**src/rtl/scan_sync_pkg.sv**
```systemverilog
package scan_sync_pkg;

    // Registered state of the frame edge detector.
    typedef struct packed {
        logic frame_prev;
    } edge_state_t;

    // True when any bit of two row-select pairs disagrees.
    function automatic logic pairs_differ(input logic [7:0] a, input logic [7:0] b);
        return |(a ^ b);
    endfunction

endpackage

```
**src/rtl/scan_frame_edge.sv**
```systemverilog
module scan_frame_edge
    import scan_sync_pkg::*;
(
    input  logic clk_i,
    input  logic rst_ni,
    input  logic frame_i,
    output logic rise_o
);
    edge_state_t st_d, st_q;

    always_comb begin
        st_d            = st_q;
        st_d.frame_prev = frame_i;
    end

    always_ff @(posedge clk_i or negedge rst_ni) begin
        if (!rst_ni) st_q <= '0;
        else         st_q <= st_d;
    end

    assign rise_o = frame_i & ~st_q.frame_prev;
endmodule

```
**src/rtl/scan_line_sync.sv**
```systemverilog
module scan_line_sync #(
    parameter int SYNC_STAGES = 2
) (
    input  logic clk_i,
    input  logic rst_ni,
    input  logic line_ni,
    output logic reset_o
);
    localparam int PIPE_W = SYNC_STAGES + 1;

    typedef struct packed {
        logic [PIPE_W-1:0] pipe;
    } sync_state_t;

    sync_state_t st_d, st_q;

    always_comb begin
        st_d      = st_q;
        st_d.pipe = {st_q.pipe[PIPE_W-2:0], ~line_ni};
    end

    always_ff @(posedge clk_i or negedge rst_ni) begin
        if (!rst_ni) st_q <= '0;
        else         st_q <= st_d;
    end

    // The last synchroniser stage, widened by one extra cycle.
    assign reset_o = st_q.pipe[SYNC_STAGES-1] | st_q.pipe[SYNC_STAGES];
endmodule

```
**src/rtl/scan_pair_compare.sv**
```systemverilog
module scan_pair_compare
    import scan_sync_pkg::*;
#(
    parameter int SEL_W        = 2,
    parameter int DRIVE_CYCLES = 4
) (
    input  logic             clk_i,
    input  logic             rst_ni,
    input  logic             rise_i,
    input  logic             tile_reset_i,
    input  logic             slave_mode_i,
    input  logic [SEL_W-1:0] local_sel_i,
    input  logic [SEL_W-1:0] master_sel_i,
    output logic             pull_o
);
    localparam int CW = $clog2(DRIVE_CYCLES + 1);

    typedef struct packed {
        logic          armed;
        logic [CW-1:0] left;
    } cmp_state_t;

    cmp_state_t st_d, st_q;
    logic       differs;

    always_comb begin
        differs = pairs_differ(8'(local_sel_i), 8'(master_sel_i));
        st_d    = st_q;
        if (st_q.left != '0) begin
            st_d.left = st_q.left - CW'(1);
        end
        if (tile_reset_i || !slave_mode_i) begin
            st_d.armed = 1'b0;
        end else if (rise_i) begin
            if (!st_q.armed) begin
                st_d.armed = 1'b1;
            end else if (differs && st_q.left == '0) begin
                st_d.left = CW'(DRIVE_CYCLES);
            end
        end
    end

    always_ff @(posedge clk_i or negedge rst_ni) begin
        if (!rst_ni) st_q <= '0;
        else         st_q <= st_d;
    end

    assign pull_o = (st_q.left != '0);
endmodule

```
**src/rtl/scan_blank_hold.sv**
```systemverilog
module scan_blank_hold #(
    parameter int BLANK_EDGES = 8
) (
    input  logic clk_i,
    input  logic rst_ni,
    input  logic rise_i,
    input  logic tile_reset_i,
    output logic blank_o
);
    localparam int BW = $clog2(BLANK_EDGES + 1);

    typedef struct packed {
        logic [BW-1:0] edges_left;
    } blank_state_t;

    blank_state_t st_d, st_q;

    always_comb begin
        st_d = st_q;
        if (tile_reset_i) begin
            st_d.edges_left = BW'(BLANK_EDGES);
        end else if (rise_i && st_q.edges_left != '0) begin
            st_d.edges_left = st_q.edges_left - BW'(1);
        end
    end

    always_ff @(posedge clk_i or negedge rst_ni) begin
        if (!rst_ni) st_q <= '{edges_left: BW'(BLANK_EDGES)};
        else         st_q <= st_d;
    end

    assign blank_o = tile_reset_i | (st_q.edges_left != '0);
endmodule

```
**src/rtl/scan_sync_guard.sv**
```systemverilog
module scan_sync_guard #(
    parameter int SEL_W           = 2,
    parameter int DRIVE_CYCLES    = 4,
    parameter int SYNC_STAGES     = 2,
    parameter int BLANK_FRAMES    = 4,
    parameter int EDGES_PER_FRAME = 2
) (
    input  logic             clk_i,
    input  logic             rst_ni,
    input  logic             slave_mode_i,
    input  logic [SEL_W-1:0] local_sel_i,
    input  logic [SEL_W-1:0] master_sel_i,
    input  logic             frame_i,
    input  logic             refresh_line_ni,
    output logic             refresh_pull_o,
    output logic             tile_reset_o,
    output logic             display_blank_o
);
    localparam int BLANK_EDGES = BLANK_FRAMES * EDGES_PER_FRAME;

    logic frame_rise;

    scan_frame_edge u_edge (
        .clk_i   (clk_i),
        .rst_ni  (rst_ni),
        .frame_i (frame_i),
        .rise_o  (frame_rise)
    );

    scan_line_sync #(.SYNC_STAGES(SYNC_STAGES)) u_line (
        .clk_i   (clk_i),
        .rst_ni  (rst_ni),
        .line_ni (refresh_line_ni),
        .reset_o (tile_reset_o)
    );

    scan_pair_compare #(.SEL_W(SEL_W), .DRIVE_CYCLES(DRIVE_CYCLES)) u_cmp (
        .clk_i        (clk_i),
        .rst_ni       (rst_ni),
        .rise_i       (frame_rise),
        .tile_reset_i (tile_reset_o),
        .slave_mode_i (slave_mode_i),
        .local_sel_i  (local_sel_i),
        .master_sel_i (master_sel_i),
        .pull_o       (refresh_pull_o)
    );

    scan_blank_hold #(.BLANK_EDGES(BLANK_EDGES)) u_blank (
        .clk_i        (clk_i),
        .rst_ni       (rst_ni),
        .rise_i       (frame_rise),
        .tile_reset_i (tile_reset_o),
        .blank_o      (display_blank_o)
    );
endmodule

```
**config.mk**
```make
export PLATFORM = sky130hd
export DESIGN_NAME = scan_sync_guard
export DESIGN_NICKNAME = d
export VERILOG_FILES = /design/src/rtl/scan_sync_pkg.sv /design/src/rtl/scan_frame_edge.sv /design/src/rtl/scan_line_sync.sv /design/src/rtl/scan_pair_compare.sv /design/src/rtl/scan_blank_hold.sv /design/src/rtl/scan_sync_guard.sv
export SDC_FILE = /design/constraint.sdc
export NUM_CORES = 1
export LEC_CHECK = 0
export ABC_AREA = 0
export BUFFER_PORTS_ARGS = -buffer_cell sky130_fd_sc_hd__buf_2
export CAP_MARGIN = 10
export CORE_AREA = 2 2 43 45
export CTS_CLUSTER_DIAMETER = 40
export DETAILED_ROUTE_END_ITERATION = 10
export DIE_AREA = 0 0 45 47
export PLACE_DENSITY = 0.61
export SYNTH_ARGS = -nofsm -noshare
export SYNTH_HDL_FRONTEND = slang
export SYNTH_SLANG_ARGS = --single-unit
export TNS_END_PERCENT = 30
```
**constraint.sdc**
```tcl
create_clock -name clk_i -period 3.8 [get_ports clk_i]
set_input_delay 0.38 -clock clk_i [delete_from_list [all_inputs] [get_ports clk_i]]
set_output_delay 0.38 -clock clk_i [all_outputs]
set_load 0.1 [all_outputs]
```
==> metrics.csv, run 1 <==
metric,value,unit
status,finished clean,
regToRegStartpoint,u_blank.st_q[0],
io_pins,12,
startpoint_type,flip-flop,
synth-edff-count,0,
highest_layer,met4,
rsz0062_at_grt,false,
grt_use_total,0.122,
overflow,0,
crit_start,u_blank.st_q[0],
area_growth,20.3,%
post-route-cell-area,726,µm²
grt_max_degree,13,
critical_path_class,reg -> out,
ff2ff_path_depth,5,
vias,446,
final_hold_viol_count,0,
period_share,0.551,
clock_path_buffers,2,
place_area,679,µm²
max_slew_margin,0.679,
crit_fanout,5,
htree_levels,1,
drt_iter0_markers,4,
place_hpwl,753,µm
r2r_end,u_blank.st_q[2],
avgSynthCellArea,10.8,µm²
fp.coreArea,1650,µm²
regArea,302,µm²
cap_violations,0,
routedWlPerCell,10.9,µm
gp_congestion,0.760,
ant_nets,0,
totalWireLength,970,µm
clkTransAtPathRegs,0.07,ns
slowest_delay,0.39,ns
clkSinkCount,12,
die-area,2120,µm²
num_rows,15,
layout_common_cells,"buf_2 (11), dfrtp_1 (11), inv_1 (6)",
peakVddDrop,0.000324,V
insertion_delay,0.27,ns
grt_pass1_vias,445,
ys_warn_count,0,
tritoncts,done,
cp_cell_sequence,inv_1 > ha_1 > nor3b_1 > nand2_1 > buf_2,
syn_area,603,µm²
met3WireLength,43,µm
antenna_found_initial,0,
final_max_slew_viol_count,0,
grt_pass1_wl,1760,µm
cp_slowest_cell,dfrtp_1,
diodes,0,
fill_cells,171,
layout.nets,86,
root_buffer,clkbuf_4,
setup_viol,0,
powerDensity,553,nW/µm²
tightest_slew,0.485,ns
die_w,45,µm
ys_seq_area_frac,0.500,
worstPathArrival,1.71,ns
tns,0,ns
start_util,0.365,
r2r_slack,2.31,ns
p_leak,0.000345,µW
async_flop_share,1.00,
ys.flop_type,dfrtp_1,
period_needed,2.09,ns
worstHoldPathType,in -> reg,
endpoint_kind,output pin,
synth_cell_types,29,
cp-endpoint,display_blank_o,
cts_setup_buffers,0,
synthCells,56,
met2WireLength,445,µm
synth_seq_cells,12,
viasPerCell,5.01,
wl_met1,473,µm
die_y,47,µm
finClkSkew,0.00622,ns
portBuffers,11,
drive_gt1_frac,0.278,
syn-num-nets,69,
cts_buffers,3,
multi_input_comb_area,274,µm²
drc,0,
dr.pass1.iters,3,
worstPathRequired,3.42,ns
fmax,0.478,GHz
## kinds of logic after synthesis
group	synth area share
and+or+nand+nor	0.199
DFF	0.500
adders and majority gates	0.0830
AOI/OAI and AO/OA	0.112
muxes	0.0166
buffers and inverters	0.0456
xor gates and xnor gates	0.0436
## timing repair
action                    in CTS  in global routing
hold endpoints to repair      11                  0
gates resized for setup        0                  0
hold buffers                   1                  0
## worst max-delay path: cells and delay by family (launching register included)
family | cells | cell delay, ns
adders and majority gates | 1 | 0.17
buffers and inverters | 2 | 0.41
and+or+nand+nor | 2 | 0.48
DFF | 1 | 0.39
## flip-flops by register name, indices dropped and copies added, names as in the netlist
signal / cells
u_cmp.st_q: 4
u_blank.st_q: 4
u_edge.st_q: 1
u_line.st_q: 3
## stage by stage
stage          utilization  setup WS (ns)  hold WS, ns  std cells  power (µW)
3_5_place_dp         0.411           2.02        0.274         84         305
4_1_cts              0.439           1.71        0.234         89         409
2_1_floorplan            -           1.89       0.0844         56         279
3_3_place_gp         0.411           2.08        0.274         84         302
6_report             0.439           1.71        0.246         89         401
5_1_grt              0.439           1.57        0.242         89         432
## final cells by class
| type | instances | area share |
|---|---|---|
| inverters | 7 | 0.0379 |
| clock buffers | 4 | 0.0500 |
| flip-flops and latches | 12 | 0.416 |
| repair buffers | 12 | 0.0897 |
| well taps | 17 | 0.0293 |
| multi-input cells | 37 | 0.378 |
## report_power, final
group / internal, µW / total, µW / leakage (µW) / switching [µW]
Combinational: 55.1 / 140 / 0.000176 / 84.9
Sequential: 150 / 161 / 0.000147 / 11.0
Clock: 58.2 / 100 / 0.0000210 / 42.3
Total: 263 / 401 / 0.000345 / 138
## Yosys cell counts, types with 2 or more instances
library cell	number	area, µm²
dfrtp_1	11	275
nand2_1	3	11.3
nor2_1	2	7.51
o21ai_0	3	15.0
inv_1	6	22.5
ha_1	4	50.1
xor2_1	2	17.5
nor3b_1	2	15.0
a21oi_1	3	15.0
## worst min-delay path by stage
stage / from / slack [ns] / depth (start not counted) / to
detailed placement: rst_ni / 0.27 / 1 / u_cmp.st_q[1]
CTS: refresh_line_ni / 0.23 / 2 / u_line.st_q[0]
floorplan: rst_ni / 0.08 / 0 / u_blank.st_q[0]
global placement: rst_ni / 0.27 / 1 / u_cmp.st_q[1]
global route: refresh_line_ni / 0.24 / 2 / u_line.st_q[0]
finish: refresh_line_ni / 0.25 / 2 / u_line.st_q[0]
## routing by layer
layer  global-route usage  vias to the layer above
met5                    0                        -
met4                0.106                        0
met3               0.0231                        2
met2                0.186                       11
met1                0.148                      209
li1                     -                      224
(Power assumes the default switching activity.)
==> run 2, diff against run 1 <==
- ABC_AREA: 0 -> 1
- CORE_AREA: 2 2 43 45 -> 2 2 45 47
- DIE_AREA: 0 0 45 47 -> 0 0 47 49
- clock period: 3.8 -> 2 ns (I/O delays scaled with it)
==> metrics.csv, run 2 <==
metric,value,unit,change
cp_cell_sequence,inv_1 > ha_1 > nand4_1 > buf_2,,
layout_common_cells,"nand2_1 (17), inv_1 (16), buf_2 (11), dfrtp_1 (11), nor2_1 (8)",,
synth_seq_cells,12,,unchanged
min_to,u_edge.st_q,,
post_layout_nonfiller_instances,125,,+40%
vias,548,,+23%
ant_nets,0,,unchanged
max_slew_margin,0.680,,+0.00126
insertion_delay,0.27,ns,about the same
avgSynthCellArea,8.15,µm²,-24%
period_needed,1.63,ns,
setup_viol,0,,unchanged
period_share,0.815,,
worstHoldPathType,in -> reg,,
netSwitchingFraction,0.404,,+0.0594
viasPerCell,4.38,,-13%
regArea,302,µm²,unchanged
p_sw,314,µW,+130%
clock_path_buffers,2,,unchanged
die_y,49,µm,+4.3%
hp-start,frame_i,,
worstPathRequired,1.80,ns,-1.62 ns
synth_most_common_cell,nand2_1,,
cap_violations,0,,unchanged
hold_buffers,1,,unchanged
total_power,778,µW,+94%
reg.largest.list,"u_blank.st_q (4), u_cmp.st_q (4), u_line.st_q (3)",,
worstPathArrival,1.43,ns,-0.28 ns
drc,0,,unchanged
grt_pass1_vias,487,,+9.4%
startpoint_type,flip-flop,,
yosys.area.top_type,dfrtp_1,,
p_comb_frac,0.405,,+0.056
syn_area,668,µm²,+11%
layout_commonest_cell,nand2_1,,
overflow,0,,unchanged
synthTopCellsByArea,"dfrtp_1 (41%), nand2_1 (9.6%), inv_1 (9.0%)",,
gp_congestion,0.732,,-3.6%
totalWireLength,1100,µm,+13%
cts_setup_buffers,0,,unchanged
pwr-share-clk,0.195,,-0.055
syn-num-nets,95,,+38%
dp.cells,120,,+43%
endpoint_kind,output pin,,
critical_path_class,reg -> out,,
synthTopCellsByCount,"nand2_1 (17), inv_1 (16), dfrtp_1 (11)",,
grt_use_total,0.116,,-0.00583
ys.flop_type,dfrtp_1,,
drt_iter0_markers,7,,+3
cts_buffers,3,,unchanged
status,finished clean,,
crit_fanout,6,,+1
dr.pass1.iters,5,,+2
slowest_delay,0.42,ns,+0.03 ns
synthCells,82,,+46%
fp.coreArea,1840,µm²,+12%
p_leak,0.000427,µW,+24%
crit_start,u_blank.st_q[0],,
portBuffers,11,,unchanged
async_flop_share,1.00,,unchanged
r2r_end,u_blank.st_q[0],,
htree_levels,1,,unchanged
die-area,2300,µm²,+8.9%
antenna_found_initial,0,,unchanged
final_max_slew_viol_count,0,,unchanged
worst_slack,0.371,ns,-1.34 ns
fill_cells,211,,+23%
fmax,0.614,GHz,
routedWlPerCell,8.78,µm,-19%
tightest_slew,0.483,ns,-0.00190 ns
multi_input_comb_area,297,µm²,+8.2%
io_pins,12,,unchanged
grt_max_degree,13,,unchanged
post_cts_resized,0,,unchanged
synth.top_cell.area_share,0.412,,-0.0444
powerDensity,981,nW/µm²,+77%
drive_gt1_frac,0.224,,-0.0533
diodes,0,,unchanged
synth_cell_types,19,,-34%
clkTransAtPathRegs,0.08,ns,about the same
fin_util,0.431,,-0.00869
ys_seq_area_frac,0.451,,-0.0487
die_w,47,µm,+4.4%
r2r_slack,0.71,ns,-1.60 ns
ys_warn_count,0,,unchanged
grt_pass1_wl,1900,µm,+7.8%
min_path_cells,1,,-1
place_hpwl,868,µm,+15%
tritoncts,done,,
synth-edff-count,0,,unchanged
regToRegStartpoint,u_blank.st_q[0],,
root_buffer,clkbuf_4,,
num_rows,16,,+1
start_util,0.363,,-0.00238
pre_cts_ws,0.669,ns,-1.35 ns
layout.nets,112,,+30%
clkSinkCount,12,,unchanged
peakVddDrop,0.000657,V,+100%
ff2ff_path_depth,6,,+1
cp_slowest_cell,buf_2,,
tns,0,ns,unchanged
area_growth,18.7,%,
p_seq_frac,0.400,,about the same
intPower,464,µW,+76%
finClkSkew,0.00942,ns,+0.00320 ns
rsz0062_at_grt,false,,
final_hold_viol_count,0,,unchanged
## run 2: cell types whose count changed in the layout (fill, tap and decap cells not counted), sizes merged, moves of 2 or more
cell	before	now
nand3	1	7
inv	6	18
nand2	3	18
a21oi	3	1
nand4	0	3
nand2b	2	0
nor2	2	11
nor3b	2	0
## run 2: worst max path at each step
stage | endpoint | cells after the start
after floorplan | display_blank_o | 3
after global placement | display_blank_o | 4
after detailed placement | display_blank_o | 4
after CTS | display_blank_o | 4
after global routing | display_blank_o | 4
final | display_blank_o | 4
## run 2: cell type report
type | instances | share of cell area
clock buffers | 4 | 0.0331
well taps | 27 | 0.0426
repair buffers | 12 | 0.0820
flip-flops and latches | 12 | 0.380
multi-input cells | 52 | 0.374
inverters | 18 | 0.0883
## run 2: cell families (layout without fill, tap and decap cells)
family | Yosys count | in the layout | synth area share
buffers and inverters | 18 | 34 | 0.105
XOR/XNOR | 3 | 3 | 0.0393
adder cells (fa/ha/maj) | 4 | 4 | 0.0749
flip-flops | 12 | 12 | 0.451
AND/OR/NAND/NOR | 39 | 39 | 0.281
AO/OA/AOI/OAI | 6 | 6 | 0.0487
## run 2: power by group through the flow
| stage | clock (µW) | combinational (µW) | sequential, µW |
|---|---|---|---|
| 2_1_floorplan | 0 | 259 | 310 |
| 3_3_place_gp | 0 | 307 | 314 |
| 3_5_place_dp | 0 | 319 | 314 |
| 4_1_cts | 166 | 321 | 311 |
| 5_1_grt | 175 | 365 | 314 |
| 6_report | 152 | 315 | 311 |
## run 2: per-layer routing
metal  GRT usage  up-vias  share of wire
met1       0.132      245           0.43
met5           0        -              0
li1            -      283              -
met4      0.0278        0              0
met3      0.0556        0          0.072
met2       0.189       20           0.50
## run 2: stage by stage
step | cell area, µm² | hold slack, ns
3_3_place_gp | 757 | 0.0925
5_1_grt | 793 | 0.0447
3_5_place_dp | 757 | 0.0941
4_1_cts | 793 | 0.0457
2_1_floorplan | 668 | -0.0956
6_report | 793 | 0.0571
## run 2: worst max-delay path: cells and delay by family (launching register included)
kind	cells	cell delay, ns
AND/OR/NAND/NOR	1	0.09
adder cells (fa/ha/maj)	1	0.24
buffers and inverters	2	0.51
flip-flops	1	0.32
